===== src/rtl/vcs_pkg.sv =====
package vcs_pkg;
    typedef enum logic [2:0] {
        ST_IDLE,
        ST_WPRST,
        ST_SKIP,
        ST_BLANK,
        ST_WRITE,
        ST_RDRST,
        ST_READY
    } vcs_state_e;
endpackage


===== src/rtl/vcs_sync_edge.sv =====
module vcs_sync_edge #(
    parameter int STAGES = 2
) (
    input  logic clk,
    input  logic rst_n,
    input  logic async_in,
    output logic rise
);
    logic [STAGES:0] sh;

    always_ff @(posedge clk) begin
        if (!rst_n) sh <= '0;
        else        sh <= {sh[STAGES-1:0], async_in};
    end

    // synchronised level is sh[STAGES-1]; sh[STAGES] is its previous value
    assign rise = sh[STAGES-1] & ~sh[STAGES];
endmodule


===== src/rtl/vcs_line_track.sv =====
module vcs_line_track #(
    parameter int LINE_W     = 10,
    parameter int FIRST_LINE = 3,
    parameter int LINE_STEP  = 2
) (
    input  logic clk,
    input  logic rst_n,
    input  logic clear,
    input  logic advance,
    input  logic bump,
    output logic line_hit
);
    localparam logic [LINE_W-1:0] FIRST_V = LINE_W'(FIRST_LINE);
    localparam logic [LINE_W-1:0] STEP_V  = LINE_W'(LINE_STEP);

    logic [LINE_W-1:0] line_cnt;
    logic [LINE_W-1:0] next_sel;

    always_ff @(posedge clk) begin
        if (!rst_n) begin
            line_cnt <= '0;
            next_sel <= FIRST_V;
        end else if (clear) begin
            line_cnt <= '0;
            next_sel <= FIRST_V;
        end else begin
            if (advance) line_cnt <= line_cnt + 1'b1;
            if (bump)    next_sel <= next_sel + STEP_V;
        end
    end

    // the edge that starts line (line_cnt+1) matches the next selected line
    assign line_hit = advance && ((line_cnt + 1'b1) == next_sel);
endmodule


===== src/rtl/vline_capture_seq.sv =====
module vline_capture_seq
    import vcs_pkg::*;
#(
    parameter int FIRST_LINE  = 3,
    parameter int CAP_LINES   = 4,
    parameter int LINE_STEP   = 2,
    parameter int BLANK_CLKS  = 5,
    parameter int PIXELS      = 16,
    parameter int LINE_W      = 10,
    parameter int SYNC_STAGES = 2
) (
    input  logic clk,
    input  logic rst_n,
    input  logic vsync_in,
    input  logic hsync_in,
    input  logic ack_in,
    output logic wr_en,
    output logic wr_ptr_rst,
    output logic rd_ptr_rst,
    output logic frame_ready
);
    localparam int PIX_MAX = (BLANK_CLKS > PIXELS) ? BLANK_CLKS : PIXELS;
    localparam int PIX_W   = $clog2(PIX_MAX + 1);
    localparam int CAP_W   = $clog2(CAP_LINES + 1);
    localparam logic [PIX_W-1:0] BLANK_LAST = PIX_W'(BLANK_CLKS - 1);
    localparam logic [PIX_W-1:0] PIX_LAST   = PIX_W'(PIXELS - 1);
    localparam logic [CAP_W-1:0] CAP_LAST   = CAP_W'(CAP_LINES - 1);

    vcs_state_e state, nxt;
    logic [PIX_W-1:0] pix_cnt;
    logic [CAP_W-1:0] cap_cnt;
    logic [1:0]       sync_raw, sync_rise;
    logic             v_rise, h_rise, line_hit, take;

    assign sync_raw = {hsync_in, vsync_in};

    for (genvar g = 0; g < 2; g++) begin : g_sync
        vcs_sync_edge #(.STAGES(SYNC_STAGES)) u_edge (
            .clk      (clk),
            .rst_n    (rst_n),
            .async_in (sync_raw[g]),
            .rise     (sync_rise[g])
        );
    end

    assign v_rise = sync_rise[0];
    assign h_rise = sync_rise[1];

    vcs_line_track #(
        .LINE_W     (LINE_W),
        .FIRST_LINE (FIRST_LINE),
        .LINE_STEP  (LINE_STEP)
    ) u_track (
        .clk      (clk),
        .rst_n    (rst_n),
        .clear    (v_rise),
        .advance  (h_rise),
        .bump     (take),
        .line_hit (line_hit)
    );

    // next state
    always_comb begin
        nxt  = state;
        take = 1'b0;
        if (v_rise) begin
            nxt = ST_WPRST;
        end else begin
            unique case (state)
                ST_IDLE:  nxt = ST_IDLE;
                ST_WPRST: nxt = ST_SKIP;
                ST_SKIP: begin
                    if (line_hit) begin
                        nxt  = ST_BLANK;
                        take = 1'b1;
                    end
                end
                ST_BLANK: if (pix_cnt == BLANK_LAST) nxt = ST_WRITE;
                ST_WRITE: begin
                    if (pix_cnt == PIX_LAST)
                        nxt = (cap_cnt == CAP_LAST) ? ST_RDRST : ST_SKIP;
                end
                ST_RDRST: nxt = ST_READY;
                ST_READY: if (ack_in) nxt = ST_IDLE;
                default:  nxt = ST_IDLE;
            endcase
        end
    end

    // state register
    always_ff @(posedge clk) begin
        if (!rst_n) state <= ST_IDLE;
        else        state <= nxt;
    end

    // pixel and captured-line counters
    always_ff @(posedge clk) begin
        if (!rst_n) begin
            pix_cnt <= '0;
            cap_cnt <= '0;
        end else begin
            if (nxt != state)
                pix_cnt <= '0;
            else if (state == ST_BLANK || state == ST_WRITE)
                pix_cnt <= pix_cnt + 1'b1;

            if (state == ST_WPRST)
                cap_cnt <= '0;
            else if (state == ST_WRITE && nxt != ST_WRITE)
                cap_cnt <= cap_cnt + 1'b1;
        end
    end

    // outputs
    always_comb begin
        wr_en       = 1'b0;
        wr_ptr_rst  = 1'b0;
        rd_ptr_rst  = 1'b0;
        frame_ready = 1'b0;
        unique case (state)
            ST_WPRST: wr_ptr_rst  = 1'b1;
            ST_WRITE: wr_en       = 1'b1;
            ST_RDRST: rd_ptr_rst  = 1'b1;
            ST_READY: frame_ready = 1'b1;
            default:  ;
        endcase
    end
endmodule


===== config.mk =====
export PLATFORM = sky130hd
export DESIGN_NAME = vline_capture_seq
export DESIGN_NICKNAME = d
export VERILOG_FILES = /design/src/rtl/vcs_pkg.sv /design/src/rtl/vcs_sync_edge.sv /design/src/rtl/vcs_line_track.sv /design/src/rtl/vline_capture_seq.sv
export SDC_FILE = /design/constraint.sdc
export NUM_CORES = 1
export LEC_CHECK = 0
export BUFFER_PORTS_ARGS = -buffer_cell sky130_fd_sc_hd__clkbuf_2
export CAP_MARGIN = 20
export CELL_PAD_IN_SITES_DETAIL_PLACEMENT = 1
export CELL_PAD_IN_SITES_GLOBAL_PLACEMENT = 2
export CORE_MARGIN = 4
export CORE_UTILIZATION = 25
export DETAILED_ROUTE_END_ITERATION = 8
export GPL_TIMING_DRIVEN = 0
export PLACE_DENSITY_LB_ADDON = 0.25
export SYNTH_ARGS = -nofsm -noshare
export SYNTH_HDL_FRONTEND = slang
export SYNTH_HIERARCHICAL = 1
export SYNTH_SLANG_ARGS = --single-unit

===== constraint.sdc =====
create_clock -name clk -period 3.2 [get_ports clk]
set_input_delay 0.32 -clock clk [delete_from_list [all_inputs] [get_ports clk]]
set_output_delay 0.32 -clock clk [all_outputs]
set_load 0.05 [all_outputs]

Word level (Yosys, flattened, before mapping)
Index checks and enable logic that the tools add are counted.
{ "op_classes": {"addsub": 4, "n_eq_ne": 12, "n_bitwise": 5, "n_mux": 14, "n_reduce_logical": 6} }
{ "ops": {"columns": ["cell", "n"], "rows": [
  ["$mux 3", 6],
  ["$pmux 3 s6", 1],
  ["$add 10x1->10 const B", 1],
  ["$add 10x2->10 const B", 1],
  ["$eq 10x10->1", 1],
  ["$eq 3x2->1 const B", 3],
  ["$eq 3x3->1 const B", 3],
  ["$mux 1", 7],
  ["$reduce_or 2->1", 3],
  ["$add 5x1->5 const B", 1],
  ["$eq 5x3->1 const B", 1],
  ["$eq 5x4->1 const B", 1],
  ["$add 3x1->3 const B", 1],
  ["$eq 3x1->1 const B", 1],
  ["$ne 3x3->1", 1],
  ["$ne 3x3->1 const B", 1],
  ["$not 1->1", 3],
  ["$and 1x1->1", 2],
  ["$logic_and 1x1->1", 2],
  ["$logic_or 1x1->1", 1]
]} }
{ "totals": {"word_cells": 48, "ff_bits": 37, "out_inout_bits": 4} }

Longest topological paths before layout
Gate-level depths: netlist of the first run.
{ "depth": {"depth_word": 8, "ltp_mapped": 12, "mapped_depth_nobuf": 11} }

Hierarchy
The synthesis of the first run kept the hierarchy.
{ "by_module_without_submodules": {"columns": ["mod", "cells_each", "area_each_um2", "n_inst"], "rows": [
  ["vcs_line_track", 130, 1088.5, 1],
  ["vline_capture_seq", 106, 885.8, 1],
  ["vcs_sync_edge", 7, 92.6, 2]
]} }

Worst setup path after synthesis of the first run
No wires, ideal clock.
{ "synth_path": {"path_kind": "register to register", "startpoint": "register u_track.line_cnt[0]", "endpoint": "register u_track.next_sel[9]", "setup_time_ns": 0.070, "required_ns": 3.130, "path_stages_with_launch": 13, "t_arrival_ns": 2.695, "period_less_slack_ns": 2.766, "setup_slack_ns": 0.434, "cell_sequence": "dfxtp_1 ha_1 clkbuf_1 nand4_1 xor2_1 o211ai_1 a221oi_2 nor4bb_1 and2_1 and3_1 nand2_1 or3_1 a21oi_1"} }
{ "synth_via": {"elab_chain_len": 6} }
{ "synth_lines": {"columns": ["element", "line_no", "text"], "rows": [
  ["start, declared", "vcs_line_track.sv:16", "logic [LINE_W-1:0] line_cnt;"],
  ["start signal, assigned", "vcs_line_track.sv:27", "if (advance) line_cnt <= line_cnt + 1'b1;"],
  ["$add 10x1->10", "vcs_line_track.sv:33", "assign line_hit = advance && ((line_cnt + 1'b1) == next_sel);"],
  ["$eq 10x10->1", "vcs_line_track.sv:33", null],
  ["$logic_and 1x1->1", "vcs_line_track.sv:33", null],
  ["via line_hit", "vline_capture_seq.sv:33", "logic v_rise, h_rise, line_hit, take;"],
  ["$mux 1", "vline_capture_seq.sv:73", "if (line_hit) begin"],
  ["$mux 1", "vline_capture_seq.sv:69", "unique case (state)"],
  ["$mux 1", "vline_capture_seq.sv:66", "if (v_rise) begin"],
  ["via take", "vline_capture_seq.sv:33", null],
  ["end signal, assigned", "vcs_line_track.sv:28", "if (bump) next_sel <= next_sel + STEP_V;"],
  ["end, declared", "vcs_line_track.sv:17", "logic [LINE_W-1:0] next_sel;"]
]} }
The timed path passes the listed nets, and every way through them passes these cells.
A chain may end at the register's enable or synchronous reset.

Worst setup path in the final report of the first run
{ "layout_path": {"startpoint": "register u_track.line_cnt[3]", "endpoint": "register u_track.next_sel[9]"} }
Same word-level chain as after synthesis.

==> results of run 1 <==
## worst max-delay path, stage by stage (launching register included)
cell and delay, ps:
dfxtp_1 300, buf_4 150, nand3_1 250, nor3_1 100, or4_4 490, a221oi_2 310, nor4bb_4 280, and2_2 260
and3_1 220, nand2_1 70, or3_1 310, a21oi_1 150
## worst max path at each step
| stage | startpoint | end | slack, ps |
|---|---|---|---|
| finish | u_track/line_cnt[3] | u_track/next_sel[9] | 220 |
| global route | u_track/line_cnt[2] | u_track/next_sel[6] | 40 |
| CTS | u_track/line_cnt[0] | u_track/next_sel[6] | 30 |
| detailed placement | u_track/line_cnt[0] | u_track/next_sel[9] | -270 |
| global placement | u_track/line_cnt[0] | u_track/next_sel[6] | -240 |
| floorplan | u_track/line_cnt[0] | u_track/next_sel[9] | 430 |
## through the flow
stage	setup TNS, ps	area (sq um)	power, W	hold WS [ps]	cells
3_5_place_dp	-1056	2331	0.0005135	425.6	363
5_1_grt	0	2474	0.0009611	225.2	370
4_1_cts	0	2457	0.0009344	225.2	370
6_report	0	2474	0.0009144	232.5	370
3_3_place_gp	-806.7	2331	0.0005130	413.6	363
2_1_floorplan	0	2160	0.0004975	411.8	250
## state kept, by name (all words and copies together), names as in the netlist
signal / flops
g_sync.u_edge/sh: 6
state: 3
u_track/line_cnt: 10
pix_cnt: 5
cap_cnt: 3
u_track/next_sel: 9
## area by class of cell
class / instances / share of cell area
inverters: 10 / 0.01619
well taps: 105 / 0.05311
flip-flops and latches: 36 / 0.2919
clock inverters: 3 / 0.01720
plain buffers: 11 / 0.02630
repair buffers: 9 / 0.01922
clock buffers: 5 / 0.02782
multi-input cells: 191 / 0.5483
## metal layers
| metal | routed length, um | vias up | part of all wire |
|---|---|---|---|
| met1 | 2880 | 892 | 0.53 |
| met5 | 0 | - | 0 |
| met3 | 100 | 4 | 0.018 |
| li1 | - | 931 | - |
| met4 | 51 | 0 | 0.0093 |
| met2 | 2427 | 10 | 0.44 |
## what timing repair did
action | CTS | global route
gates resized for setup | 4 | 3
setup buffers | 0 | 1
pin swaps | 1 | 1
endpoints found under the setup margin | 14 | 11
## Yosys cell counts (all sizes together), types with 2 or more instances
master and instances:
nand3 6, mux2i 2, clkbuf 8, buf 5
a221oi 2, or4 2, nor2 24, dfxtp 36
xor2 18, or3 6, o2111ai 2, inv 9
nand4b 4, nor2b 2, nor3 13, a31oi 2
nand2 14, nand4 8, ha 7, xnor2 9
nand2b 10, nor4 3, o211ai 3, o221ai 2
o31a 2, a311o 2, and2 9, and3 4
a2111oi 3, a21oi 11, o21ai 7
## report_power, final
part / internal, W / switching, W / total [W] / leakage (nW)
registers: 0.000452 / 0.00000336 / 0.000456 / 0.292
logic: 0.0000165 / 0.0000313 / 0.0000478 / 0.486
clock network: 0.000231 / 0.000180 / 0.000411 / 0.0541
## kinds of logic (layout without fill, tap and decap cells)
family                   count (synthesis)  in the layout  synth area share
AND/OR/NAND/NOR                        111            111            0.2914
AO/OA/AOI/OAI                           44             44            0.1634
flip-flops                              36             36            0.3337
XOR/XNOR                                27             27            0.1095
buffers and inverters                   23             38           0.05214
adder cells (fa/ha/maj)                  7              7           0.04055
multiplexers                             2              2          0.009270
==> impl_metrics.tcl, run 1 <==
set metrics [dict create \
    status "completed" \
    synth_top_flop_cell "dfxtp_1" \
    area_growth_pct 14.54 \
    layout-drive-gt1-share 0.1472 \
    drt_iter0_drc 55 \
    pre_cts_slack_ps -265.6 \
    wl_per_cell_um 14.75 \
    multi_input_area_sq_um 1356 \
    register_area_sq_um 721.9 \
    ant_nets 0 \
    drtPass1Iterations 4 \
    cp-start-kind "flip-flop" \
    grt_use_met3 0.02491 \
    fin_skew_ps 15.25 \
    vdd_drop_max_mv 0.1439 \
    layout.cells.most_common "dfxtp_1" \
    io_buffer_count 8 \
    syn_area_sq_um 2160 \
    clk_latency_ps 300 \
    critPathKind "flip-flop to flip-flop" \
    synth-edff-count 0 \
    die_x_um 100.9 \
    cts_buffer_depth 2 \
    max-cap-violations 0 \
    ioPinCount 9 \
    grt_pass1_vias 1924 \
    netlist_top_cells_area "dfxtp_1 33%, xor2_1 7.3%, nor2_1 4.2%" \
    synth_top_area_cell "dfxtp_1" \
    initial_core_util 0.2602 \
    grt_pass1_wl_mm 9.515 \
    grt-ovfl-total 0 \
    core_sq_um 8299 \
    avgSynthCellArea_sq_um 8.638 \
    min_path_type "primary input to flip-flop" \
    arrival_ps 3210 \
    place.gp.congestion 0.7304 \
    n_antenna_cell 0 \
    grt_usage 0.1176 \
    via_per_inst 4.965 \
    grt-busiest-layer "met2" \
    required_ps 3430 \
    rr_endpoint "u_track/next_sel[9]" \
    relSlewSlack 0.4201 \
    min_from "hsync_in" \
    period_share 0.9306 \
    syn-num-nets 262 \
    power.leakage_nw 0.8315 \
    clock-sinks 36 \
    use_met2 0.1838 \
    r2r_cells 11 \
    min_period_ps 2978 \
    yosysUniqueCellTypes 55 \
    gr-usage-met1 0.1631 \
    timing.rr.start "u_track/line_cnt[3]" \
    wl_mm 5.459 \
    end_kind "flip-flop" \
    worst_pin_slew_ps 847.9 \
    placementRows 33 \
    async_flop_share 0 \
    final_core_util 0.2981 \
    worstPathMaxFanout 8 \
    hold_path_end "g_sync[1].u_edge/sh[0]" \
    hold_buffers 0 \
    yosysWarnings 6 \
    cts_tree "done" \
    cts.clk_slew.worst_paths_ps 90 \
    htree_levels 2 \
    grt_max_degree 13 \
    power_density_nw_per_um2 369.6 \
    vias 1837 \
    r2r_slack_ps 220 \
    syn_inst 250 \
    fin_ws_ps 222.2 \
    yosysTopAreaCellShare 0.3337 \
    cts-root-buf "clkbuf_8" \
    maxSlewViolCount 0 \
    grt_antenna_before_repair 0 \
    fmax_mhz 335.8 \
    drc 0 \
    die_y_um 100.9 \
    rsz0062_at_grt "false" \
    synth-seq-cells 36 \
    dieArea_sq_um 10190 \
    layout.nets 276 \
    finalHoldViolCount 0 \
    setup_viol 0 \
    fillers 965 \
    numCtsBuffers 5 \
    ys_seq_area_frac 0.3337 \
    whs_path_depth 2 \
    final_cell_mix "35 x dfxtp_1, 24 x nor2_1, 18 x xor2_1" \
    place_hpwl_mm 4.025 \
]
(Power assumes the default switching activity.)
==> run 2, diff against run 1 <==
--- a/config.mk
+++ b/config.mk
@@ -13,7 +13,7 @@
 export CORE_UTILIZATION = 25
 export DETAILED_ROUTE_END_ITERATION = 8
 export GPL_TIMING_DRIVEN = 0
-export PLACE_DENSITY_LB_ADDON = 0.25
+export PLACE_DENSITY_LB_ADDON = 0.1
 export SYNTH_ARGS = -nofsm -noshare
 export SYNTH_HDL_FRONTEND = slang
 export SYNTH_HIERARCHICAL = 1
==> impl_metrics.tcl, run 2 (same netlist as run 1, synthesis figures left out) <==
set metrics [dict create \
    status "completed" \
    relSlewSlack 0.4302 \
    largest_reg_flops 10 \
    wl_per_cell_um 14.96 \
    drt_iter0_drc 71 \
    finalHoldViolCount 0 \
    r2r_slack_ps 230 \
    dp.cells 363 \
    grt-ovfl-total 0 \
    place.gp.congestion 0.7123 \
    top_register "u_track/line_cnt" \
    required_ps 3420 \
    hold_path_end "g_sync[0].u_edge/sh[0]" \
    grt_usage 0.1178 \
    die_y_um 100.9 \
    hold_buffers 0 \
    rsz0062_at_grt "false" \
    via_per_inst 4.900 \
    cts_tree "done" \
    min_path_type "primary input to flip-flop" \
    n_antenna_cell 0 \
    io_buffer_count 8 \
    fmax_mhz 336.2 \
    min_period_ps 2974 \
    area_growth_pct 13.73 \
    cts_buffer_depth 2 \
    ioPinCount 9 \
    wl_mm 5.519 \
    placementRows 33 \
    grt_antenna_before_repair 0 \
    place_area_sq_um 2331 \
    fin_area_sq_um 2456 \
    fin_ws_ps 225.9 \
    initial_core_util 0.2602 \
    max-cap-violations 0 \
    clock-sinks 36 \
    drtPass1Iterations 4 \
    htree_levels 2 \
    grt_max_degree 12 \
    cts-root-buf "clkbuf_8" \
    grt_pass1_vias 1879 \
    cts.clk_slew.worst_paths_ps 80 \
    layout.nets 275 \
    place_hpwl_mm 4.139 \
    arrival_ps 3190 \
    dieArea_sq_um 10190 \
    power_density_nw_per_um2 344.3 \
    setup_viol 0 \
    critPathKind "flip-flop to flip-flop" \
    grt_pass1_wl_mm 9.563 \
    drc 0 \
    period_share 0.9294 \
    layout-drive-gt1-share 0.1477 \
    timing.rr.start "u_track/line_cnt[1]" \
    rr_endpoint "u_track/next_sel[9]" \
    min_from "vsync_in" \
    whs_path_depth 2 \
    r2r_cells 10 \
    power.leakage_nw 0.8187 \
    ant_nets 0 \
    vias 1808 \
    biggestRegsByFlops "u_track/line_cnt (10), u_track/next_sel (9), g_sync.u_edge/sh (6)" \
    stdcell_count 369 \
    numCtsBuffers 5 \
    layout.cells.most_common "dfxtp_1" \
    die_x_um 100.9 \
    core_sq_um 8299 \
    final_cell_mix "34 x dfxtp_1, 24 x nor2_1, 18 x xor2_1" \
    fin_skew_ps 9.246 \
    maxSlewViolCount 0 \
    worst_pin_slew_ps 833.1 \
    end_kind "flip-flop" \
    pre_cts_slack_ps -267.8 \
    cp-start-kind "flip-flop" \
    vdd_drop_max_mv 0.1232 \
    clk_latency_ps 290 \
    worstPathMaxFanout 5 \
]
-- run 2: changes by cell type in the layout (fill, tap and decap cells not counted), sizes merged --
cell / change
clkinv: -1
bufinv: -1
buf: -1
clkbuf: +2
-- run 2: area by class of cell --
class | count | area (sq um)
buffer | 11 | 65.06
clock buffer | 7 | 86.33
clock inverter | 1 | 7.507
fill | 985 | 5843
inverter | 10 | 40.04
multi-input combinational | 191 | 1363
sequential | 36 | 723.2
tap | 105 | 131.4
timing repair buffer | 8 | 40.04
-- run 2: where the power goes --
group	switching, W	total (W)	internal (W)
clock	0.000168	0.000343	0.000175
sequential	0.00000343	0.000456	0.000452
combinational	0.0000307	0.0000471	0.0000164
total	0.000202	0.000846	0.000644
-- run 2: what timing repair did --
item                                    in CTS  in global routing
endpoints found under the setup margin      14                 12
setup buffers                                0                  0
gates resized for setup                      2                  8
-- run 2: how the worst max path moves through the flow --
stage                              startpoint             endpoint  slack (ps)  depth (start not counted)
after global routing      u_track/line_cnt[2]  u_track/next_sel[6]          20                         10
after detailed placement  u_track/line_cnt[0]  u_track/next_sel[9]        -270                         12
after CTS                 u_track/line_cnt[3]  u_track/next_sel[9]          10                         11
after global placement    u_track/line_cnt[0]  u_track/next_sel[6]        -240                         11
final                     u_track/line_cnt[1]  u_track/next_sel[9]         230                         10
after floorplan           u_track/line_cnt[0]  u_track/next_sel[9]         430                         12
-- run 2: worst max-delay path: stages (launching register included) --
cell and delay, ps:
dfxtp_1 430, and2_2 240, a21boi_1 100, or4_4 530, a221oi_2 260, nor4bb_4 360, and2_4 240, and3_1 220
nand2_1 80, or3_1 310, a21oi_1 140
-- run 2: per-layer routing --
layer  vias up  global-route usage  part of all wire
li1        918                   -                 -
met1       878              0.1759              0.55
met2        10              0.1737              0.43
met3         2             0.02491             0.018
met4         0             0.02454            0.0053
met5         -                   0                 0
-- run 2: metrics by stage --
stage / power (W) / TNS [ps] / utilization / hold slack [ps]
2_1_floorplan: 0.0004975 / 0 / - / 411.8
4_1_cts: 0.0008667 / 0 / 0.2922 / 220.4
3_3_place_gp: 0.0005136 / -1401 / 0.2809 / 415.3
6_report: 0.0008457 / 0 / 0.2959 / 228.7
3_5_place_dp: 0.0005136 / -1451 / 0.2809 / 424.9
5_1_grt: 0.0008938 / 0 / 0.2959 / 224.1
==> run 3, diff against run 2 <==
--- a/config.mk
+++ b/config.mk
@@ -5,13 +5,13 @@
 export SDC_FILE = /design/constraint.sdc
 export NUM_CORES = 1
 export LEC_CHECK = 0
-export BUFFER_PORTS_ARGS = -buffer_cell sky130_fd_sc_hd__clkbuf_2
 export CAP_MARGIN = 20
 export CELL_PAD_IN_SITES_DETAIL_PLACEMENT = 1
 export CELL_PAD_IN_SITES_GLOBAL_PLACEMENT = 2
 export CORE_MARGIN = 4
 export CORE_UTILIZATION = 25
 export DETAILED_ROUTE_END_ITERATION = 8
+export DONT_BUFFER_PORTS = 1
 export GPL_TIMING_DRIVEN = 0
 export PLACE_DENSITY_LB_ADDON = 0.1
 export SYNTH_ARGS = -nofsm -noshare
==> impl_metrics.tcl, run 3 (same netlist as run 1, synthesis figures left out) <==
set metrics [dict create \
    tns_ps 0 \
    drtPass1Iterations 4 \
    grt_pass1_vias 1853 \
    wl_mm 5.542 \
    core_sq_um 8299 \
    place_hpwl_mm 4.146 \
    dp.cells 355 \
    drt_iter0_drc 47 \
    layout-drive-gt1-share 0.1328 \
    relSlewSlack 0.3660 \
    end_kind "flip-flop" \
    grt-ovfl-total 0 \
    vias 1785 \
    register_area_sq_um 724.4 \
    status "completed" \
    min_period_ps 3068 \
    maxSlewViolCount 0 \
    arrival_ps 3290 \
    fin_skew_ps 9.730 \
    grt_max_degree 14 \
    worst_pin_slew_ps 947.5 \
    setup_viol 0 \
    power.leakage_nw 0.7945 \
    top_register "u_track/line_cnt" \
    required_ps 3420 \
    vdd_drop_max_mv 0.2097 \
    critPathKind "flip-flop to flip-flop" \
    place.gp.congestion 0.7194 \
    io_buffer_count 0 \
    grt_pass1_wl_mm 9.515 \
    layout.cells.most_common "dfxtp_1" \
    max-cap-violations 0 \
    cp-start-kind "flip-flop" \
    dieArea_sq_um 10190 \
    area_growth_pct 12.75 \
    worstPathMaxFanout 8 \
    clk_latency_ps 290 \
    htree_levels 2 \
    drc 0 \
    largest_reg_flops 10 \
    ant_nets 0 \
    period_share 0.9586 \
    placementRows 33 \
    grt_antenna_before_repair 0 \
    grt_usage 0.1183 \
    n_antenna_cell 0 \
    hold_buffers 0 \
    cts.clk_slew.worst_paths_ps 90 \
    finalHoldViolCount 0 \
    power_density_nw_per_um2 375.1 \
    final_cell_mix "33 x dfxtp_1, 24 x nor2_1, 18 x xor2_1" \
    via_per_inst 4.945 \
    initial_core_util 0.2602 \
    min_path_type "primary input to flip-flop" \
    cts_buffer_depth 2 \
    wl_per_cell_um 15.35 \
    cts-root-buf "clkbuf_8" \
    cts_tree "done" \
    numCtsBuffers 5 \
    multi_input_area_sq_um 1359 \
    fmax_mhz 326.0 \
    biggestRegsByFlops "u_track/line_cnt (10), u_track/next_sel (9), g_sync.u_edge/sh (6)" \
    ioPinCount 9 \
    clock-sinks 36 \
    die_x_um 100.9 \
    die_y_um 100.9 \
    fillers 992 \
    stdcell_count 361 \
    layout.nets 267 \
    worst_hold_slack_ps 147.8 \
]
[run 3: per-stage QoR]
step / power, W / cell area, sq um / util / worst slack [ps]
6_report: 0.0009133 / 2435 / 0.2934 / 132.5
5_1_grt: 0.0009692 / 2435 / 0.2934 / -7.272
4_1_cts: 0.0009406 / 2411 / 0.2905 / 12.14
3_5_place_dp: 0.0005093 / 2296 / 0.2766 / -257.8
3_3_place_gp: 0.0005094 / 2291 / 0.2760 / -259.5
2_1_floorplan: 0.0004975 / 2160 / - / 434.5
[run 3: worst paths after layout]
kind	startpoint	depth (start not counted)	endpoint	slack [ps]
worst max-delay path	u_track/line_cnt[2]	11	u_track/next_sel[9]	130
worst min-delay path	vsync_in	1	g_sync[0].u_edge/sh[0]	150
worst max register to register	u_track/line_cnt[2]	11	u_track/next_sel[9]	130
worst min register to register	g_sync[1].u_edge/sh[0]	1	g_sync[1].u_edge/sh[1]	440
[run 3: layout make-up]
cell class / instances / share of cell area
Sequential cell: 36 / 0.2975
Buffer: 11 / 0.02672
Inverter: 10 / 0.01644
Tap cell: 105 / 0.05396
Multi-Input combinational cell: 191 / 0.5581
Clock inverter: 3 / 0.01901
Clock buffer: 5 / 0.02826
[run 3: repair_timing]
action | CTS | global route
setup buffers | 0 | 0
cloned | 0 | 0
gates resized for setup | 2 | 8
setup endpoints to repair | 14 | 8
[run 3: power breakdown]
| part | leakage (nW) | switching (W) | internal [W] |
|---|---|---|---|
| combinational | 0.447 | 0.0000281 | 0.0000144 |
| sequential | 0.293 | 0.00000332 | 0.000452 |
| clock | 0.0548 | 0.000180 | 0.000235 |
[run 3: per-layer routing]
layer	up-vias	global-route usage	wire, um
met5	-	0	0
met1	870	0.1752	3106
met4	0	0.02761	29
li1	905	-	-
met3	2	0.02630	85
met2	8	0.1732	2322
[run 3: critical path, stage by stage, from the launching register on]
cell	delay [ps]
dfxtp_1	320
buf_4	160
and3_1	210
a21boi_1	90
or4_4	510
a221oi_2	310
nor4bb_2	410
and2_4	250
and3_1	210
nand2_1	80
or3_1	310
a21oi_1	140
